<file path="src/rtl/pd_pkg.sv">
`timescale 1ns/1ps
package pd_pkg;
   typedef enum logic {
      FMT_SLOT8  = 1'b0,
      FMT_WORD32 = 1'b1
   } bus_fmt_e;

   function automatic int unsigned max_u(input int unsigned a, input int unsigned b);
      return (a > b) ? a : b;
   endfunction
endpackage

</file>
<file path="src/rtl/pd_edge_sync.sv">
`timescale 1ns/1ps
module pd_edge_sync #(
   parameter int W = 4
) (
   input  logic         clk,
   input  logic         rst_n,
   input  logic [W-1:0] din,
   output logic [W-1:0] lvl,
   output logic [W-1:0] rise,
   output logic [W-1:0] chg
);
   if (W < 1) begin : g_bad_w
      $error("pd_edge_sync: W must be at least 1");
   end

   logic [W-1:0] meta_q, s1_q, s2_q;

   always_ff @(posedge clk or negedge rst_n) begin
      if (!rst_n) begin
         meta_q <= '0;
         s1_q   <= '0;
         s2_q   <= '0;
      end else begin
         meta_q <= din;
         s1_q   <= meta_q;
         s2_q   <= s1_q;
      end
   end

   assign lvl  = s1_q;
   assign rise = s1_q & ~s2_q;
   assign chg  = s1_q ^ s2_q;
endmodule

</file>
<file path="src/rtl/pd_level_filter.sv">
`timescale 1ns/1ps
module pd_level_filter #(
   parameter int N     = 16,
   parameter bit INIT  = 1'b1
) (
   input  logic clk,
   input  logic rst_n,
   input  logic step,
   input  logic hold,
   input  logic din,
   output logic q
);
   localparam int CW = (N > 1) ? $clog2(N) : 1;

   if (N < 2) begin : g_bad_n
      $error("pd_level_filter: N must be at least 2");
   end

   logic [CW-1:0] run_q;

   always_ff @(posedge clk or negedge rst_n) begin
      if (!rst_n) begin
         q     <= INIT;
         run_q <= '0;
      end else if (hold) begin
         run_q <= '0;
      end else if (step) begin
         if (din == q) begin
            run_q <= '0;
         end else if (run_q == CW'(N - 1)) begin
            q     <= din;
            run_q <= '0;
         end else begin
            run_q <= run_q + 1'b1;
         end
      end
   end


   filt_step_only_chk: assert property (@(posedge clk) disable iff (!rst_n)
      !step |=> $stable(q));


   filt_hold_chk: assert property (@(posedge clk) disable iff (!rst_n)
      hold |=> $stable(q));
endmodule

</file>
<file path="src/rtl/pd_quiet_timer.sv">
`timescale 1ns/1ps
module pd_quiet_timer #(
   parameter int W = 8
) (
   input  logic         clk,
   input  logic         rst_n,
   input  logic         clr,
   input  logic [W-1:0] limit,
   output logic         expired
);
   if (W < 1) begin : g_bad_w
      $error("pd_quiet_timer: W must be at least 1");
   end

   logic [W-1:0] cnt_q;

   always_ff @(posedge clk or negedge rst_n) begin
      if (!rst_n) begin
         cnt_q <= '1;
      end else if (clr) begin
         cnt_q <= '0;
      end else if (cnt_q < limit) begin
         cnt_q <= cnt_q + 1'b1;
      end
   end

   assign expired = (cnt_q >= limit);


   quiet_clear_chk: assert property (@(posedge clk) disable iff (!rst_n)
      (clr && limit != '0) |=> !expired);
endmodule

</file>
<file path="src/rtl/chan_power_seq.sv">
`timescale 1ns/1ps
module chan_power_seq #(
   parameter int NCH         = 4,
   parameter int PDN_FILT    = 16,
   parameter int FRAME_CYC   = 12500,
   parameter int LOSS_FRAMES = 4,
   parameter int SYNC32_CYC  = 51200,
   parameter int MCLK_TO     = 1200
) (
   input  logic           clk,
   input  logic           rst_n,
   input  logic           mclk,
   input  logic [NCH-1:0] pdn,
   input  logic           tst,
   input  logic [NCH-1:0] fsx,
   input  logic [NCH-1:0] fsr,
   input  logic           pcm32,
   input  logic           rate_ok,
   output logic [NCH-1:0] ch_active,
   output logic           global_pd
);
   import pd_pkg::*;

   localparam int LOSS_CYC = LOSS_FRAMES * FRAME_CYC;
   localparam int WIN_MAX  = int'(max_u(LOSS_CYC, SYNC32_CYC));
   localparam int TW       = $clog2(WIN_MAX + 1);
   localparam int MW       = $clog2(MCLK_TO + 1);
   localparam int SW       = 3 * NCH + 2;

   if (NCH < 1 || PDN_FILT < 2 || FRAME_CYC < 1 || LOSS_FRAMES < 1
       || SYNC32_CYC < 1 || MCLK_TO < 2) begin : g_bad_cfg
      $error("chan_power_seq: parameter out of range");
   end

   bus_fmt_e fmt;
   assign fmt = bus_fmt_e'(pcm32);

   logic [SW-1:0] s_lvl, s_rise, s_chg;
   logic [NCH-1:0] pdn_s, fsx_r, fsr_r;
   logic mclk_rise, mclk_chg, tst_s;

   pd_edge_sync #(.W(SW)) u_sync (
      .clk  (clk),
      .rst_n(rst_n),
      .din  ({tst, mclk, pdn, fsr, fsx}),
      .lvl  (s_lvl),
      .rise (s_rise),
      .chg  (s_chg)
   );

   assign fsx_r     = s_rise[NCH-1:0];
   assign fsr_r     = s_rise[2*NCH-1:NCH];
   assign pdn_s     = s_lvl[3*NCH-1:2*NCH];
   assign mclk_rise = s_rise[3*NCH];
   assign mclk_chg  = s_chg[3*NCH];
   assign tst_s     = s_lvl[3*NCH+1];

   logic mclk_lost;
   pd_quiet_timer #(.W(MW)) u_mclk_wd (
      .clk    (clk),
      .rst_n  (rst_n),
      .clr    (mclk_chg),
      .limit  (MW'(MCLK_TO)),
      .expired(mclk_lost)
   );

   logic [TW-1:0] win;
   assign win = (fmt == FMT_WORD32) ? TW'(SYNC32_CYC) : TW'(LOSS_CYC);

   logic [NCH-1:0] fs_any, fs_evt, filt, sync_lost, lost_eff;
   assign fs_any = fsx_r | fsr_r;

   for (genvar i = 0; i < NCH; i++) begin : g_ch
      assign fs_evt[i] = (fmt == FMT_WORD32) ? fs_any[0] : fs_any[i];

      pd_level_filter #(.N(PDN_FILT), .INIT(1'b1)) u_filt (
         .clk  (clk),
         .rst_n(rst_n),
         .step (mclk_rise),
         .hold (tst_s),
         .din  (pdn_s[i]),
         .q    (filt[i])
      );

      pd_quiet_timer #(.W(TW)) u_sync_to (
         .clk    (clk),
         .rst_n  (rst_n),
         .clr    (fs_evt[i]),
         .limit  (win),
         .expired(sync_lost[i])
      );

      assign lost_eff[i] = sync_lost[i] & ~fs_evt[i];
   end

   logic glob;
   assign glob = mclk_lost | (&filt) | (&lost_eff);

   always_ff @(posedge clk or negedge rst_n) begin
      if (!rst_n) begin
         ch_active <= '0;
         global_pd <= 1'b1;
      end else begin
         global_pd <= glob;
         for (int i = 0; i < NCH; i++) begin
            if (filt[i] || lost_eff[i] || glob) begin
               ch_active[i] <= 1'b0;
            end else if (fs_evt[i] && rate_ok) begin
               ch_active[i] <= 1'b1;
            end
         end
      end
   end

   for (genvar i = 0; i < NCH; i++) begin : g_chk

      req_down_chk: assert property (@(posedge clk) disable iff (!rst_n)
         filt[i] |=> !ch_active[i]);


      up_on_sync_chk: assert property (@(posedge clk) disable iff (!rst_n)
         $rose(ch_active[i]) |-> $past(fs_evt[i]));


      up_rate_chk: assert property (@(posedge clk) disable iff (!rst_n)
         $rose(ch_active[i]) |-> $past(rate_ok));
   end


   mclk_loss_chk: assert property (@(posedge clk) disable iff (!rst_n)
      mclk_lost |=> (ch_active == '0) && global_pd);


   all_req_chk: assert property (@(posedge clk) disable iff (!rst_n)
      (&filt) |=> global_pd);
endmodule

</file>
<file path="config.mk">
export PLATFORM = sky130hd
export DESIGN_NAME = chan_power_seq
export DESIGN_NICKNAME = d
export VERILOG_FILES = /design/src/rtl/pd_pkg.sv /design/src/rtl/pd_edge_sync.sv /design/src/rtl/pd_level_filter.sv /design/src/rtl/pd_quiet_timer.sv /design/src/rtl/chan_power_seq.sv
export SDC_FILE = /design/constraint.sdc
export NUM_CORES = 1
export LEC_CHECK = 0
export CAP_MARGIN = 20
export CELL_PAD_IN_SITES_DETAIL_PLACEMENT = 0
export CELL_PAD_IN_SITES_GLOBAL_PLACEMENT = 1
export CORE_ASPECT_RATIO = 1.5
export CORE_UTILIZATION = 46
export DETAILED_ROUTE_END_ITERATION = 16
export DONT_BUFFER_PORTS = 1
export PLACE_DENSITY_LB_ADDON = 0.1
export SYNTH_ARGS = -nofsm -noshare
export SYNTH_HDL_FRONTEND = slang
export SYNTH_HIERARCHICAL = 1
export SYNTH_SLANG_ARGS = --single-unit
</file>
<file path="constraint.sdc">
create_clock -name clk -period 2.8 [get_ports clk]
set_input_delay 0.42 -clock clk [delete_from_list [all_inputs] [get_ports clk]]
set_output_delay 0.42 -clock clk [all_outputs]
set_load 0.05 [all_outputs]
</file>
==> summary.txt, run 1 <==
Floorplan
  – Rows: 63
  – Core area: 19,700 µm²
  – Die extent in y: 175 µm
  – I/O pin cnt: 23
  – Die footprint: 20,600 µm²
  – Initial core utilization: 46.7%
  – Width of the chip: 118 µm

Pwr
  – Overall power: 0.00493 W
  – Worst vdd ir: 377 µV
  – Pleak: 4.62 nW
  – Power Density: 464 nW/µm²

STA
  – Crit path time final: 2.64 ns
  – Max-slew headroom: 40.5%
  – Clock Skew: 0.0102 ns
  – Min setup slack post-route: 0.158 ns
  – Max Fclk: 378 MHz
  – Final period utilization: 94.4%
  – Setup TNS Final: 0 ns
  – Hold Fails Final Rpt: 137
  – Final setup viols: 0
  – Fin. max-slew vios: 0
  – Hold slack: -0.312 ns
  – RSZ-0062 raised after global routing: true
  – Worst-Margin Slew: 0.893 ns

Min path
  – Hold WC Path Type: input port to asynchronous set/reset pin

Routing
  – Avg Vias per Cell: 5.23
  – Antenna viol nets, final: 0
  – DRC: 0
  – Total wire length: 19,100 µm
  – First-pass DRT Iterations: 6
  – WL/cell: 14.4 µm
  – Via count: 6,939
  – Initial drt markers: 264

Placed design
  – Final Wtd Congestion: 0.745
  – Dpl hpwl: 13,400 µm
  – Post-Place Setup Slack: -0.112 ns
  – Area post-placement: 9810 µm²
  – Number of port buffers: 0

Layout
  – Post-route cell area: 10,600 µm²
  – Area delta synth->final: 15.3%
  – Share of cells above drive strength 1: 20.2%
  – Final net count: 1,165
  – # diodes: 0

Global route
  – Gr ovfl total: 0
  – First-pass GRT wire length: 33,300 µm
  – Largest net degree at the start of global routing: 138
  – Number of global-route vias before repair: 6,968
  – Overall routing resource usage: 20.1%
  – Initial antenna violation count: 0

Clocking
  – Clk Latency, worst-skew pair: 0.43 ns
  – Worst-path clk slew: 0.07 ns
  – CTS tree: done
  – CTS Buffer Depth: 2
  – Num CTS Buffers: 17
  – Root Driver: clkbuf_16
  – Htree depth: 4
  – Hold_buf cts: 14
  – CTS sink count: 137

Critical path
  – Setup CP Type: flop to flop
  – Max FO, Critical Path: 5
  – Worst path required time: 3.08 ns
  – Arr. time, crit path: 2.93 ns
  – CP Launch Type: flop
  – CP Capture Type: flop

Synthesis
  – Number of synthesis warnings: 6
  – Mean post-synth cell area: 9.51 µm²
  – Synth Cell Area: 9210 µm²
  – Number of cells produced by synthesis: 968

Flow run
  – Max-cap violations: 0

Status
  – Status: complete, but fails checks
  – Failing checks: hold timing
[path summary, 6_finish.rpt]
kind                                                               from                                 endpoint  slack, ns  cells after the start
worst max-delay path            g_ch[3].u_sync_to/cnt_q[15]$_DFFE_PN1P_                 ch_active[1]$_DFFE_PN0P_       0.16                      9
worst min-delay path                                              rst_n      g_ch[0].u_filt/run_q[2]$_DFFE_PN0P_      -0.31                      0
worst max register to register  g_ch[3].u_sync_to/cnt_q[15]$_DFFE_PN1P_                 ch_active[1]$_DFFE_PN0P_       0.16                      9
worst min register to register               u_sync/meta_q[7]$_DFF_PN0_                  u_sync/lvl[7]$_DFF_PN0_       0.35                      0
max in group asynchronous                                         rst_n  g_ch[2].u_sync_to/cnt_q[14]$_DFFE_PN1P_       2.88                      0
min in group clk                                                rate_ok                 ch_active[2]$_DFFE_PN0P_       0.31                      3
[worst max-delay path: stages, from the launching register on]
cell	delay [ns]
dfstp_2	0.54
ha_1	0.14
nand4_1	0.20
or4_4	0.61
a21oi_4	0.14
nor3_2	0.05
o21ai_0	0.15
nand4_1	0.19
a211oi_4	0.31
a2111oi_1	0.14
[sequential cells by signal, summed over array words and instances, names as in the netlist]
signal                count
global_pd                 1
g_ch.u_filt/run_q        16
u_sync/s2_q               9
ch_active                 4
u_sync/meta_q            14
u_sync/lvl               14
u_mclk_wd/cnt_q          11
g_ch.u_sync_to/cnt_q     64
g_ch.u_filt/q             4
[cell usage in the layout, fill, tap and decap left out, types with 5 or more instances in the layout]
cell / instances
o31ai_1: 8
nor3b_1: 8
nor4_1: 44
conb_1: 55
nand2b_1: 23
or4_4: 5
nand2_1: 45
mux2i_1: 5
o211ai_1: 12
clkbuf_16: 17
and4_1: 5
o21ai_1: 5
mux2_2: 34
nor2_1: 90
buf_4: 30
dlygate4sd3_1: 14
nor3_1: 10
dfstp_2: 80
mux2_1: 28
inv_1: 107
nand3_1: 32
nand4_1: 26
a211oi_1: 6
a21oi_1: 52
dfrtp_1: 57
or4_1: 8
ha_1: 93
o21ai_0: 13
nor2b_1: 56
[layout make-up]
| class | instances | area (µm²) |
|---|---|---|
| clock buffers | 17 | 425 |
| fillers | 1833 | 9090 |
| flip-flops and latches | 137 | 3530 |
| multi-input cells | 743 | 5320 |
| inverters | 108 | 409 |
| repair buffers | 47 | 415 |
| clock inverters | 15 | 189 |
| well taps | 260 | 325 |
[metal layers]
layer	GRT usage (%)	up-vias	part of all wire (%)
met5	0	-	0
met4	7.85	0	1.7
met3	3.96	21	2.4
met2	36.1	53	52
met1	23.4	3323	44
li1	-	3542	-
[power breakdown]
group	total, W	switching, W	internal (W)
clock	0.00236	0.000941	0.00142
combinational	0.000422	0.000237	0.000185
sequential	0.00214	0.0000681	0.00207
total	0.00493	0.00125	0.00368
[metrics by stage]
step                      cells  util, %
after floorplan            1021        -
after global placement     1278     49.8
after detailed placement   1278     49.8
after CTS                  1324     53.6
after global routing       1327     53.9
final                      1327     53.9
[what timing repair did]
item,CTS,global route
setup endpoints to repair,0,5
hold endpoints to repair,151,137
buffers inserted,0,1
resized for setup,0,8
No activity file was read; power rests on OpenSTA's default activity.
==> run 2: changes to the inputs <==
--- a/config.mk
+++ b/config.mk
@@ -5,11 +5,13 @@
 export SDC_FILE = /design/constraint.sdc
 export NUM_CORES = 1
 export LEC_CHECK = 0
+export ABC_AREA = 1
 export CAP_MARGIN = 20
 export CELL_PAD_IN_SITES_DETAIL_PLACEMENT = 0
 export CELL_PAD_IN_SITES_GLOBAL_PLACEMENT = 1
 export CORE_ASPECT_RATIO = 1.5
-export CORE_UTILIZATION = 46
+export CORE_UTILIZATION = 52
+export CTS_CLUSTER_DIAMETER = 80
 export DETAILED_ROUTE_END_ITERATION = 16
 export DONT_BUFFER_PORTS = 1
 export PLACE_DENSITY_LB_ADDON = 0.1
==> constraint.sdc (replaced) <==
create_clock -name clk -period 3.1 [get_ports clk]
set_input_delay 0.465 -clock clk [delete_from_list [all_inputs] [get_ports clk]]
set_output_delay 0.465 -clock clk [all_outputs]
set_load 0.05 [all_outputs]
==> summary.txt, run 2 <==
Status
  – Status: complete, but fails checks (unchanged)
  – Failing checks: hold timing (unchanged)

STA
  – Worst-Margin Slew: 0.695 ns (was 0.893 ns)
  – Max Fclk: 416 MHz (was 378 MHz)
  – Max-slew headroom: 53.4% (was 40.5%)
  – Hold Fails Final Rpt: 77 (was 137)
  – Final setup viols: 0 (unchanged)
  – Setup TNS Final: 0 ns (unchanged)
  – Crit path time final: 2.40 ns (was 2.64 ns)
  – RSZ-0062 raised after global routing: false (was true)
  – Min setup slack post-route: 0.696 ns (was 0.158 ns)
  – Hold slack: -0.240 ns (was -0.312 ns)
  – Clock Skew: 0.00788 ns (was 0.0102 ns)
  – Fin. max-slew vios: 0 (unchanged)
  – Final period utilization: 77.5% (was 94.4%)

Pwr
  – Overall power: 0.00449 W (was 0.00493 W)
  – Worst vdd ir: 369 µV (was 377 µV)
  – Pleak: 5.73 nW (was 4.62 nW)
  – Power Density: 412 nW/µm² (was 464 nW/µm²)

Layout
  – Commonest non-fill, non-tap cell in the layout: nand2_1 (was inv_1)
  – Largest Register: g_ch.u_sync_to/cnt_q (unchanged)
  – Area delta synth->final: 9.98% (was 15.3%)
  – Finished Layout Cells: 1,645 (was 1,327)
  – Commonest non-fill, non-tap cells in the layout: nand2_1, inv_1, nand3_1 (was inv_1, ha_1, nor2_1)
  – # diodes: 0 (unchanged)
  – FILL cells: 1,845 (was 1,833)
  – Final core utilization: 58.5% (was 53.9%)
  – Share of cells above drive strength 1: 14.5% (was 20.2%)
  – Largest regs: g_ch.u_sync_to/cnt_q (64), g_ch.u_filt/run_q (16) (unchanged)
  – Final net count: 1,491 (was 1,165)
  – Largest register FFs: 64 (unchanged)

Floorplan
  – Die footprint: 19,600 µm² (was 20,600 µm²)
  – Rows: 61 (was 63)
  – Core area: 18,600 µm² (was 19,700 µm²)
  – I/O pin cnt: 23 (unchanged)
  – Die extent in y: 171 µm (was 175 µm)
  – Initial core utilization: 53.2% (was 46.7%)
  – Width of the chip: 115 µm (was 118 µm)

Synthesis
  – Synth Cell Area: 9910 µm² (was 9210 µm²)
  – Mean post-synth cell area: 7.49 µm² (was 9.51 µm²)
  – Number of synthesis warnings: 6 (unchanged)
  – Number of cells produced by synthesis: 1,323 (was 968)

Clocking
  – Root Driver: clkbuf_16 (unchanged)
  – Worst-path clk slew: 0.06 ns (was 0.07 ns)
  – Clk Latency, worst-skew pair: 0.43 ns (about the same)
  – CTS Buffer Depth: 2 (unchanged)
  – CTS tree: done (unchanged)
  – Cts repair resizes: 0 (unchanged)
  – CTS sink count: 137 (unchanged)
  – Htree depth: 4 (unchanged)
  – Num CTS Buffers: 17 (unchanged)
  – Post-CTS setup buffer count: 0 (unchanged)

Routing
  – First-pass DRT Iterations: 5 (was 6)
  – WL/cell: 12.8 µm (was 14.4 µm)
  – DRC: 0 (unchanged)
  – Avg Vias per Cell: 5.01 (was 5.23)
  – Via count: 8,248 (was 6,939)
  – Initial drt markers: 313 (was 264)
  – Total wire length: 21,100 µm (was 19,100 µm)
  – Antenna viol nets, final: 0 (unchanged)

Critical path
  – FF-to-FF End: ch_active[0]$_DFFE_PN0P_ (was ch_active[1]$_DFFE_PN0P_)
  – Setup CP Type: flop to flop (unchanged)
  – Reg2reg start: g_ch[2].u_sync_to/cnt_q[3]$_DFFE_PN1P_ (was g_ch[3].u_sync_to/cnt_q[15]$_DFFE_PN1P_)
  – R2R setup slack: 0.70 ns (was 0.16 ns)
  – Arr. time, crit path: 2.77 ns (was 2.93 ns)
  – Most used cell along the critical path: nand2_1 (was nand4_1)
  – Crit-path leading delay family: simple AND/OR/NAND/NOR gates (unchanged)
  – Slowest CP cell: dfstp_2 (was or4_4)
  – R2r worst-path depth: 16 (was 9)
  – Critical Path, Cell by Cell: ha_1, nand2_1, inv_1, nand2_1, nand2_1, nand2_1, nand2_1, nand2_2, nand2_4, inv_1, nand2_1, nand3_1, nor2_1, nand2_1, nand2_4, nor2_2 (was ha_1, nand4_1, or4_4, a21oi_4, nor3_2, o21ai_0, nand4_1, a211oi_4, a2111oi_1)
  – CP bufs+invs: 2 (was 0)
  – CP Launch Type: flop (unchanged)
  – Max stage delay on crit path: 0.60 ns (was 0.61 ns)
  – CP Capture Type: flop (unchanged)
  – Levels on crit path: 16 (was 9)
  – Max FO, Critical Path: 17 (was 5)
  – Worst path required time: 3.46 ns (was 3.08 ns)

Global route
  – First-pass GRT wire length: 36,500 µm (was 33,300 µm)
  – Initial antenna violation count: 0 (unchanged)
  – Overall routing resource usage: 23.7% (was 20.1%)
  – Gr ovfl total: 0 (unchanged)
  – Largest net degree at the start of global routing: 138 (unchanged)
  – Number of global-route vias before repair: 7,973 (was 6,968)

Placed design
  – Number of port buffers: 0 (unchanged)
  – Post-Place Setup Slack: 0.401 ns (was -0.112 ns)
  – Dpl hpwl: 15,400 µm (was 13,400 µm)
  – Final Wtd Congestion: 0.817 (was 0.745)
  – Dpl cells: 1,613 (was 1,278)

Min path
  – Hold WC Path Type: input port to asynchronous set/reset pin (unchanged)

Flow run
  – Max-cap violations: 0 (unchanged)
## run 2: worst reg2reg max path: cells and delay by family (launching register included)
family / cells / cell delay [ns]
DFF: 1 / 0.60
buffers and inverters: 2 / 0.21
adders and majority gates: 1 / 0.26
and+or+nand+nor: 13 / 1.28
## run 2: layer usage
metal | track usage [%] | vias up | share of wire (%) | routed length, µm
met5 | 0 | - | 0 | 0
met4 | 9.54 | 0 | 2.4 | 501
li1 | - | 4285 | - | -
met3 | 4.57 | 36 | 3.0 | 641
met1 | 25.3 | 3824 | 41 | 8640
met2 | 45.0 | 103 | 54 | 11300
## run 2: cell type report
type                       instances  area [µm²]  share of cell area [%]
sequential                       137        3530                    32.4
inverter                         233         875                    8.02
clock buffer                      19         433                    3.97
timing repair buffer               8        60.1                   0.551
multi-input combinational        983        5550                    50.9
clock inverter                    13         146                    1.34
tap                              252         315                    2.89
## run 2: power breakdown
group / switching (W) / total, W / internal [W]
registers: 0.000103 / 0.00201 / 0.00191
clock network: 0.000824 / 0.00201 / 0.00119
logic: 0.000289 / 0.000460 / 0.000172
## run 2: worst max path at each step
stage | start | end | slack (ns)
2_1_floorplan | pcm32 | ch_active[0]$_DFFE_PN0P_ | 0.99
3_3_place_gp | pcm32 | ch_active[0]$_DFFE_PN0P_ | 0.46
3_5_place_dp | pcm32 | ch_active[0]$_DFFE_PN0P_ | 0.40
4_1_cts | g_ch[2].u_sync_to/cnt_q[3]$_DFFE_PN1P_ | ch_active[0]$_DFFE_PN0P_ | 0.67
5_1_grt | g_ch[1].u_sync_to/cnt_q[5]$_DFFE_PN1P_ | ch_active[3]$_DFFE_PN0P_ | 0.44
6_report | g_ch[2].u_sync_to/cnt_q[3]$_DFFE_PN1P_ | ch_active[0]$_DFFE_PN0P_ | 0.70
## run 2: through the flow
stage,area (µm²),hold WS [ns]
detailed placement,10300,0.180
finish,10900,-0.240
floorplan,10100,0.169
CTS,10900,-0.284
global placement,10300,0.183
global route,10900,-0.286
